==> config.mk <==
export PLATFORM = sky130hd
export DESIGN_NAME = svc_watchdog
export DESIGN_NICKNAME = d
export VERILOG_FILES = /design/src/rtl/svc_watchdog_pkg.sv /design/src/rtl/svc_watchdog_prescaler.sv /design/src/rtl/svc_watchdog_keyseq.sv /design/src/rtl/svc_watchdog_counter.sv /design/src/rtl/svc_watchdog.sv
export SDC_FILE = /design/constraint.sdc
export NUM_CORES = 1
export LEC_CHECK = 0
export ABC_AREA = 1
export BUFFER_PORTS_ARGS = -buffer_cell sky130_fd_sc_hd__buf_2
export CORE_MARGIN = 1.5
export CORE_UTILIZATION = 53
export DETAILED_ROUTE_END_ITERATION = 10
export PLACE_DENSITY = 0.76
export SKIP_CTS_REPAIR_TIMING = 1
export SLEW_MARGIN = 20
export SYNTH_ARGS = -nofsm -noshare
export SYNTH_HDL_FRONTEND = slang
export SYNTH_SLANG_ARGS = --single-unit
==> constraint.sdc <==
create_clock -name clk -period 2.1 [get_ports clk]
set_input_delay 0.42 -clock clk [delete_from_list [all_inputs] [get_ports clk]]
set_output_delay 0.42 -clock clk [all_outputs]
set_load 0.005 [all_outputs]
==> src/rtl/svc_watchdog_pkg.sv <==
package svc_watchdog_pkg;

  localparam int DATA_W = 32;
  localparam int KEY_W  = 16;

  localparam logic [KEY_W-1:0] KEY_FIRST  = 16'h556C;
  localparam logic [KEY_W-1:0] KEY_SECOND = 16'hAA39;

  localparam int BIT_PRE = 0;
  localparam int BIT_SEL = 1;
  localparam int BIT_EN  = 2;
  localparam int BIT_FRZ = 3;

  localparam logic [3:0] OFS_CAUSE   = 4'h0;
  localparam logic [3:0] OFS_CTRL    = 4'h4;
  localparam logic [3:0] OFS_COUNT   = 4'h8;
  localparam logic [3:0] OFS_SERVICE = 4'hC;

  typedef enum logic {SEQ_IDLE, SEQ_ARMED} seq_state_t;

endpackage

==> src/rtl/svc_watchdog_prescaler.sv <==
module svc_watchdog_prescaler #(
  parameter int PRESCALE_DIV = 65536
) (
  input  logic clk,
  input  logic rst,
  input  logic run,
  input  logic use_div,
  input  logic clear,
  output logic tick
);
  localparam int PS_W = (PRESCALE_DIV > 1) ? $clog2(PRESCALE_DIV) : 1;
  localparam logic [PS_W-1:0] LAST = PS_W'(PRESCALE_DIV - 1);

  logic [PS_W-1:0] pcnt_q;

  always_ff @(posedge clk) begin
    if (rst) begin
      pcnt_q <= '0;
    end else if (clear) begin
      pcnt_q <= '0;
    end else if (run && use_div) begin
      pcnt_q <= (pcnt_q == LAST) ? '0 : pcnt_q + 1'b1;
    end
  end

  assign tick = run && (!use_div || (pcnt_q == LAST));

  // a halted prescaler keeps its phase
  assert_hold_R10: assert property (@(posedge clk) disable iff (rst)
    (!run && !clear) |=> $stable(pcnt_q));

  // a load always restarts the phase
  assert_phase_R5: assert property (@(posedge clk) disable iff (rst)
    clear |=> (pcnt_q == '0));

endmodule

==> src/rtl/svc_watchdog_keyseq.sv <==
module svc_watchdog_keyseq
  import svc_watchdog_pkg::*;
(
  input  logic             clk,
  input  logic             rst,
  input  logic             svc_wr,
  input  logic [KEY_W-1:0] svc_data,
  output logic             svc_ok
);
  seq_state_t state_q;

  assign svc_ok = svc_wr && (state_q == SEQ_ARMED) && (svc_data == KEY_SECOND);

  always_ff @(posedge clk) begin
    if (rst) begin
      state_q <= SEQ_IDLE;
    end else if (svc_wr) begin
      if ((state_q == SEQ_IDLE) && (svc_data == KEY_FIRST)) begin
        state_q <= SEQ_ARMED;
      end else begin
        state_q <= SEQ_IDLE;
      end
    end
  end

  // any service write other than the first key leaves the checker waiting for it
  assert_rearm_R8: assert property (@(posedge clk) disable iff (rst)
    (svc_wr && (svc_data != KEY_FIRST)) |=> (state_q == SEQ_IDLE));

  // the armed state survives cycles without a service write
  assert_keep_R9: assert property (@(posedge clk) disable iff (rst)
    (!svc_wr && (state_q == SEQ_ARMED)) |=> (state_q == SEQ_ARMED));

endmodule

==> src/rtl/svc_watchdog_counter.sv <==
module svc_watchdog_counter #(
  parameter int CNT_W = 16
) (
  input  logic             clk,
  input  logic             rst,
  input  logic             load,
  input  logic [CNT_W-1:0] load_val,
  input  logic             tick,
  output logic [CNT_W-1:0] count,
  output logic             expire
);
  logic [CNT_W-1:0] count_q;

  assign count  = count_q;
  assign expire = tick && !load && (count_q == '0);

  always_ff @(posedge clk) begin
    if (rst) begin
      count_q <= '0;
    end else if (load) begin
      count_q <= load_val;
    end else if (tick) begin
      count_q <= (count_q == '0) ? load_val : count_q - 1'b1;
    end
  end

  // a step above zero takes exactly one off the count
  assert_step_R4: assert property (@(posedge clk) disable iff (rst)
    (tick && !load && (count_q != '0)) |=> (count_q == $past(count_q) - 1'b1));

  // an expiry is followed by the reload value
  assert_reload_R4: assert property (@(posedge clk) disable iff (rst)
    expire |=> (count_q == $past(load_val)));

  // without a tick or load the count holds
  assert_hold_R10: assert property (@(posedge clk) disable iff (rst)
    (!tick && !load) |=> $stable(count_q));

endmodule

==> src/rtl/svc_watchdog.sv <==
module svc_watchdog
  import svc_watchdog_pkg::*;
#(
  parameter int PRESCALE_DIV = 65536,
  parameter int CNT_W        = 16
) (
  input  logic              clk,
  input  logic              rst,
  input  logic              bus_wr,
  input  logic              bus_rd,
  input  logic [3:0]        bus_addr,
  input  logic [DATA_W-1:0] bus_wdata,
  output logic [DATA_W-1:0] bus_rdata,
  input  logic              dbg_halt,
  output logic              wdt_irq,
  output logic              wdt_rst_req
);
  localparam int LOW_W = DATA_W - CNT_W;
  localparam logic [DATA_W-1:0] CTRL_MASK =
    {{CNT_W{1'b1}}, {(LOW_W-4){1'b0}}, 4'hF};

  logic [DATA_W-1:0] ctrl_q;
  logic              locked_q;
  logic              cause_q;
  logic              irq_q;
  logic              rst_req_q;
  logic [DATA_W-1:0] rdata_q;

  logic              wr_ctrl, wr_cause, wr_svc, ctrl_take;
  logic              enabled, svc_ok, cnt_load, tick, expire, run;
  logic [CNT_W-1:0]  reload_val, count;

  assign wr_ctrl  = bus_wr && (bus_addr == OFS_CTRL);
  assign wr_cause = bus_wr && (bus_addr == OFS_CAUSE);
  assign wr_svc   = bus_wr && (bus_addr == OFS_SERVICE);

  assign ctrl_take  = wr_ctrl && !locked_q;
  assign enabled    = ctrl_q[BIT_EN];
  assign reload_val = ctrl_take ? bus_wdata[DATA_W-1 -: CNT_W]
                                : ctrl_q[DATA_W-1 -: CNT_W];
  assign cnt_load   = (ctrl_take && bus_wdata[BIT_EN]) || (svc_ok && enabled);
  assign run        = enabled && !(ctrl_q[BIT_FRZ] && dbg_halt);

  // control word: accepted once after power-on reset
  always_ff @(posedge clk) begin
    if (rst) begin
      ctrl_q   <= '0;
      locked_q <= 1'b0;
    end else if (ctrl_take) begin
      ctrl_q   <= bus_wdata & CTRL_MASK;
      locked_q <= 1'b1;
    end
  end

  svc_watchdog_keyseq u_keyseq (
    .clk      (clk),
    .rst      (rst),
    .svc_wr   (wr_svc),
    .svc_data (bus_wdata[KEY_W-1:0]),
    .svc_ok   (svc_ok)
  );

  svc_watchdog_prescaler #(.PRESCALE_DIV(PRESCALE_DIV)) u_prescaler (
    .clk     (clk),
    .rst     (rst),
    .run     (run),
    .use_div (ctrl_q[BIT_PRE]),
    .clear   (cnt_load),
    .tick    (tick)
  );

  svc_watchdog_counter #(.CNT_W(CNT_W)) u_counter (
    .clk      (clk),
    .rst      (rst),
    .load     (cnt_load),
    .load_val (reload_val),
    .tick     (tick),
    .count    (count),
    .expire   (expire)
  );

  // expiry outputs and cause flag
  always_ff @(posedge clk) begin
    if (rst) begin
      irq_q     <= 1'b0;
      rst_req_q <= 1'b0;
      cause_q   <= 1'b0;
    end else begin
      rst_req_q <= expire && ctrl_q[BIT_SEL];
      if (expire && !ctrl_q[BIT_SEL]) begin
        irq_q <= 1'b1;
      end else if (svc_ok) begin
        irq_q <= 1'b0;
      end
      if (expire && ctrl_q[BIT_SEL]) begin
        cause_q <= 1'b1;
      end else if (wr_cause && bus_wdata[0]) begin
        cause_q <= 1'b0;
      end
    end
  end

  // registered read port
  always_ff @(posedge clk) begin
    if (rst) begin
      rdata_q <= '0;
    end else if (bus_rd) begin
      case (bus_addr)
        OFS_CAUSE: rdata_q <= {{(DATA_W-1){1'b0}}, cause_q};
        OFS_CTRL:  rdata_q <= ctrl_q;
        OFS_COUNT: rdata_q <= {{LOW_W{1'b0}}, count};
        default:   rdata_q <= '0;
      endcase
    end
  end

  assign bus_rdata   = rdata_q;
  assign wdt_irq     = irq_q;
  assign wdt_rst_req = rst_req_q;

  // a locked control word does not move on a write
  assert_lock_R3: assert property (@(posedge clk) disable iff (rst)
    (locked_q && wr_ctrl) |=> $stable(ctrl_q));

  // the two expiry outputs never coincide
  assert_mode_R6: assert property (@(posedge clk) disable iff (rst)
    !(irq_q && rst_req_q));

  // a reset request is always recorded in the cause flag
  assert_cause_R6: assert property (@(posedge clk) disable iff (rst)
    rst_req_q |-> cause_q);

  // a completed key pair leaves the interrupt low
  assert_irq_clear_R7: assert property (@(posedge clk) disable iff (rst)
    svc_ok |=> !irq_q);

  // a disabled watchdog raises nothing
  assert_disabled_R13: assert property (@(posedge clk) disable iff (rst)
    !enabled |=> (!irq_q && !rst_req_q));

endmodule

Word-level counts from Yosys, hierarchy flattened
Index checks and enable logic that the tools add are counted.

cells by class
  equal/unequal tests = 6
  muxes and demuxes = 11
  bitwise gates (word level) = 1
  reductions and logical operators = 31
  add/subtract/negate cells = 2

operators with widths
  operator                 count
  $pmux W32 S3             1
  $mux W16                 5
  $eq A16 B16 Y1 const B   2
  $logic_and A1 B1 Y1      18
  $add A16 B1 Y16 const B  1
  $eq A16 B15 Y1 const B   1
  $logic_not A16 Y1        1
  $sub A16 B1 Y16 const B  1
  $eq A4 B4 Y1 const B     2
  $reduce_bool A2 Y1       3
  $logic_not A1 Y1         5
  $mux W1                  5
  $eq A4 B3 Y1 const B     1
  $logic_not A4 Y1         1
  $logic_or A1 B1 Y1       2
  $reduce_or A2 Y1         1
  $not A1 Y1               1

word-level totals
  register bits = 89
  word-level logic and storage cells = 60
  input port bits = 41
  output and inout bits = 34

Longest topological paths before layout
  word-level depth = 11
  gate-level depth with buffers = 12
  depth with buffers taken out = 12

By module
Synthesis repeated with hierarchy kept, for this count alone.

second synthesis, totals
  cells, all modules = 663
  area total of the unflattened synthesis = 4625.7 um2

modules (own cells, without submodules)
  module                  area an instance (um2)  instances  cells each  seq. area each (um2)
  svc_watchdog            2222.1                  1          287         1121.1
  svc_watchdog_counter    1351.3                  1          218         320.3
  svc_watchdog_prescaler  883.3                   1          123         320.3
  svc_watchdog_keyseq     168.9                   1          35          20.0

Worst setup path before layout
Ideal clock, no wire load.

  path type = input -> register
  start point = input bus_addr[1]
  end point = register u_counter.count_q[2] (netlist: u_counter.count[2])
  setup slack = 0.516 ns
  data required time = 1.983 ns
  path buffers = 1
  setup time = 0.117 ns
  stages on the path = 10
  arrival = 1.467 ns
  path through = nor2_2 > nand3_2 > inv_2 > nand3_2 > buf_2 > o21a_1 > nand2_1 > inv_1 > nor2_1 > nor2_1

on the way
  cells in the longest elaborated chain, start to end = 7
  elaborated cells on any way between the ends = 15
  those cells by class = eq/ne: 2; mux: 4; reduce/logical: 9

RTL lines
  what                                             line                                            source
  start, declared                                  svc_watchdog.sv:11                              input logic [3:0] bus_addr,
  $eq A4 B3 Y1 or $eq A4 B4 Y1 (tied branches)     svc_watchdog.sv:33, svc_watchdog.sv:35
  $logic_and A1 B1 Y1, on equally long branches    svc_watchdog.sv:33, svc_watchdog.sv:35
  $logic_and A1 B1 Y1, on equally long branches    svc_watchdog.sv:37, svc_watchdog_keyseq.sv:12
  $mux W16 or $logic_and A1 B1 Y1 (tied branches)  svc_watchdog.sv:39, svc_watchdog_keyseq.sv:12
  $mux W16 or $logic_and A1 B1 Y1 (tied branches)  svc_watchdog_counter.sv:23, svc_watchdog.sv:41
  $mux W16 or $logic_or A1 B1 Y1 (tied branches)   svc_watchdog_counter.sv:22, svc_watchdog.sv:41
  $mux W16 or $reduce_bool A2 Y1 (tied branches)   --
  end signal, assigned                             svc_watchdog_counter.sv:21                      count_q <= load_val;
  end signal, assigned                             svc_watchdog_counter.sv:23                      count_q <= (count_q == '0) ? load_val : count_q - 1'b1;
  end, declared                                    svc_watchdog_counter.sv:12                      logic [CNT_W-1:0] count_q;

Parallel ways exist; a longest one is shown, timed or not. The select of a mux whose other input is x is not followed.
A chain may end at the register's enable or synchronous reset.

Final worst setup path
  start point = register u_counter.count_q[0] (netlist: u_counter.count[0])
  end point = register u_counter.count_q[2] (netlist: u_counter.count[2])

on the way
  cells in the longest elaborated chain, start to end = 4
  elaborated cells on any way between the ends = 5
  those cells by class = add/sub: 1; mux: 3; reduce/logical: 1

RTL lines
  what                                                  line                        source
  $sub A16 B1 Y16 or $logic_not A16 Y1 (tied branches)  svc_watchdog_counter.sv:23
  $mux W16 (*)                                          svc_watchdog_counter.sv:23
  $mux W16 (*)                                          svc_watchdog_counter.sv:22  end else if (tick) begin
  $mux W16 (*)                                          svc_watchdog_counter.sv:20  end else if (load) begin

Every way passes the cells marked *; elsewhere a longest branch is shown, timed or not. The select of a mux whose other input is x is not followed.

==> metrics.yaml <==
critical_path:
  slowest_delay_ps: 370
  cp_slowest_cell: "dfxtp_1"
  required_ps: 2400
  start_kind: "flop"
  path_cells: "inv_1 -> ha_1 -> nand3_1 -> nand3b_2 -> nand3_2 -> o21ai_0 -> nor2_1 -> nor2_1"
  critPathMaxFanout: 19
  path_buf_inv: 1
  reg2reg_slack_ps: 240
  r2r-start: "u_counter.count[0]"
  worstRegToRegCells: 8
  r2r-end: "u_counter.count[2]"
  worstPathArrival_ps: 2170
  critPathMostFrequentCell: "nor2_1"
  endpoint_kind: "flop"
  critPathKind: "reg -> reg"
  cp_top_family: "simple AND/OR/NAND/NOR gates"
route:
  first_pass_iters: 5
  vias_per_cell: 5.412
  drt_iter0_markers: 302
  wl_um: 11210
  drc: 0
  antenna_left: 0
  avgRoutedWirePerCell_um: 13.77
  vias: 4405
power:
  p_per_area_nw_per_um2: 672.9
  sequentialPowerShare_pct: 50.9
  p_int_mw: 2.547
  p_leak_nw: 2.394
  p_clk_share_pct: 36.8
  switchingPower_uw: 892.1
  vdd_drop_max_v: 0.0003692
  share_comb_of_total_power_pct: 12.4
  p_sw_share_pct: 25.94
sta:
  finClkSkew_ps: 9.140
  period_share_pct: 88.62
  fin_crit_ps: 1861
  fin_setup_tns_ps: 0
  max_slew_margin_pct: 68.86
  max_freq_ghz: 0.5373
  drv_slew: 0
  worst_pin_slew_ps: 467.1
  hold_viol: 0
  finalSetupViolations: 0
  rsz0062_at_grt: "false"
global_routing:
  grtUsageTotal_pct: 27.21
  grt_pass1_vias: 4061
  grt_max_degree: 37
  overflow: 0
  grt_pass1_wl_um: 18730
  antenna_found_initial: 0
yosys:
  synthCells: 634
  synth-seq-cells: 89
  ys_types: 38
  netlist_area_um2: 4385
  synthesis.nets: 678
  synth_warnings: 0
  synthMuxAreaShare_pct: 0
  synth-seq-area-share_pct: 40.63
  synth_area_per_cell_um2: 6.917
  synth-compound-area-share_pct: 15.18
  synth_top_family_by_area: "simple AND/OR/NAND/NOR gates"
  yosys.area_share.xor_xnor_pct: 2.197
  synth_fa_ha_area_share_pct: 0.8559
  synth_simple_gate_area_share_pct: 31.64
hold_path:
  whs_path_depth: 3
  hp-start: "bus_wdata[25]"
  min_path_type: "in -> reg"
  min_to: "ctrl_q[25]"
cells_and_area:
  antenna_cells: 0
  drive_gt1_share_pct: 17.98
  syn2layout_area_growth_pct: 16.52
  stdcell_count: 814
  finalNetCount: 752
  fillCellCount: 757
die:
  initial_core_util_pct: 55.60
  die_h_um: 93.97
  die_w_um: 93.97
  pin_count: 75
  die-area_um2: 8829
  rows: 32
  core_area_um2: 7888
cts:
  clk_pin_slew_worst_paths_ps: 90
  cts_buffers: 9
  cts_tree: "yes"
  cts.path.max_buffers: 2
  cts_sinks: 89
  clk_latency_ps: 360
  clockRootBuffer: "clkbuf_8"
  cts.htree.levels: 3
placement:
  dp.cells: 799
  routabilityCongestion: 1.031
  io_buffer_count: 74
  place_hpwl_um: 8270
job:
  drv_cap: 0
run_status:
  status: "finished, final reports clean"
-- layout make-up --
class | count | area (µm²) | area share, %
Clock buffer | 10 | 127.6 | 2.498
Inverter | 79 | 296.5 | 5.803
Clock inverter | 5 | 81.33 | 1.592
Tap cell | 102 | 127.6 | 2.498
Timing Repair Buffer | 89 | 508.0 | 9.941
Multi-Input combinational cell | 440 | 2187 | 42.80
Sequential cell | 89 | 1782 | 34.87
-- layer usage --
metal | up-vias | routed length (µm) | GRT usage (%)
met3 | 28 | 721 | 5.259
li1 | 2199 | - | -
met4 | 0 | 270 | 11.44
met5 | - | 0 | 0
met2 | 154 | 5084 | 43.54
met1 | 2024 | 5129 | 35.77
-- power groups by stage --
stage	clock network (mW)	registers [mW]	logic, mW
after floorplan	0	1.79	0.273
after global placement	0	1.79	0.411
after detailed placement	0	1.79	0.417
after CTS	1.29	1.75	0.420
after global routing	1.37	1.75	0.480
final	1.27	1.75	0.425
-- synthesized netlist by cell type (all sizes together) --
cell,instances,area (µm²)
nand2,155,589.3
dfxtp,89,1782
inv,79,296.5
nor2,69,281.5
a21oi,60,315.3
o21ai,55,286.5
nand3,40,237.7
nand4,21,161.4
clkbuf,16,60.06
buf,10,60.06
nor3,7,46.30
xor2,6,52.55
nor4,5,31.28
xnor2,5,43.79
ha,3,37.54
o22ai,3,18.77
a211oi,2,15.01
nand3b,2,18.77
nor3b,2,15.01
o21a,2,15.01
a31oi,1,6.260
o221ai,1,8.760
or2,1,6.260
-- worst reg2reg max path, delay by kind of cell, from the launching register on --
family | cells | cell delay (ps)
flip-flops | 1 | 370
buffers and inverters | 1 | 150
AND/OR/NAND/NOR | 5 | 710
adder cells (fa/ha/maj) | 1 | 270
AO/OA/AOI/OAI | 1 | 320
-- metrics by stage --
step	worst slack (ps)	cell area [µm²]	hold WS, ps	total power [mW]	utilization (%)
finish	238.9	5110	323.3	3.439	64.78
global route	81.38	5110	326.2	3.601	64.78
CTS	257.9	5110	308.5	3.459	64.78
detailed placement	138.5	4901	452.5	2.205	62.14
global placement	179.2	4901	449.1	2.198	62.14
floorplan	516.2	4385	438.2	2.061	-
-- flip-flops by register name (all words and copies together) (netlist names) --
name and flops:
wdt_rst_req 1, u_counter.count 16, wdt_irq 1, u_keyseq.state_q 1, locked_q 1, ctrl_q 20, u_prescaler.pcnt_q 16, bus_rdata 32
cause_q 1
-- cell families (layout without fill, tap and decap cells) --
group           count (synthesis)  in the layout
simple gates                  302            302
xor+xnor                       11             11
flops                          89             89
compound gates                124            124
fa+ha+maj                       3              3
buf+inv                       105            183
-- worst max-delay path by stage --
stage,start,end,slack [ps],cells past startpoint
after detailed placement,bus_addr[1],u_counter.count[5],140,10
final,u_counter.count[0],u_counter.count[2],240,8
after CTS,u_prescaler.pcnt_q[0],u_counter.count[2],260,10
after floorplan,bus_addr[1],u_counter.count[2],520,10
after global routing,u_prescaler.pcnt_q[0],u_counter.count[2],80,10
after global placement,bus_wdata[2],u_counter.count[2],180,11
-- cells in the final DEF (no fill, tap or decap), types with 2 or more instances in the layout --
| master | netlist | final |
|---|---|---|
| nand2_1 | 154 | 154 |
| dfxtp_1 | 89 | 89 |
| inv_1 | 75 | 75 |
| buf_2 | 6 | 74 |
| nor2_1 | 62 | 62 |
| a21oi_1 | 58 | 58 |
| o21ai_0 | 37 | 37 |
| nand3_1 | 34 | 34 |
| nand4_1 | 19 | 19 |
| o21ai_1 | 17 | 17 |
| buf_4 | 0 | 13 |
| clkbuf_8 | 0 | 9 |
| nor2_2 | 6 | 6 |
| nor3_1 | 6 | 6 |
| xor2_1 | 6 | 6 |
| nand3_2 | 5 | 5 |
| xnor2_1 | 5 | 5 |
| nor4_1 | 5 | 5 |
| inv_2 | 4 | 4 |
| o22ai_1 | 3 | 3 |
| ha_1 | 3 | 3 |
| nand4_4 | 2 | 2 |
| o21a_1 | 2 | 2 |
| a211oi_1 | 2 | 2 |
| nor3b_1 | 2 | 2 |
| bufinv_16 | 0 | 2 |
| buf_12 | 0 | 2 |
Note: power is estimated with default switching activity, not from simulation.
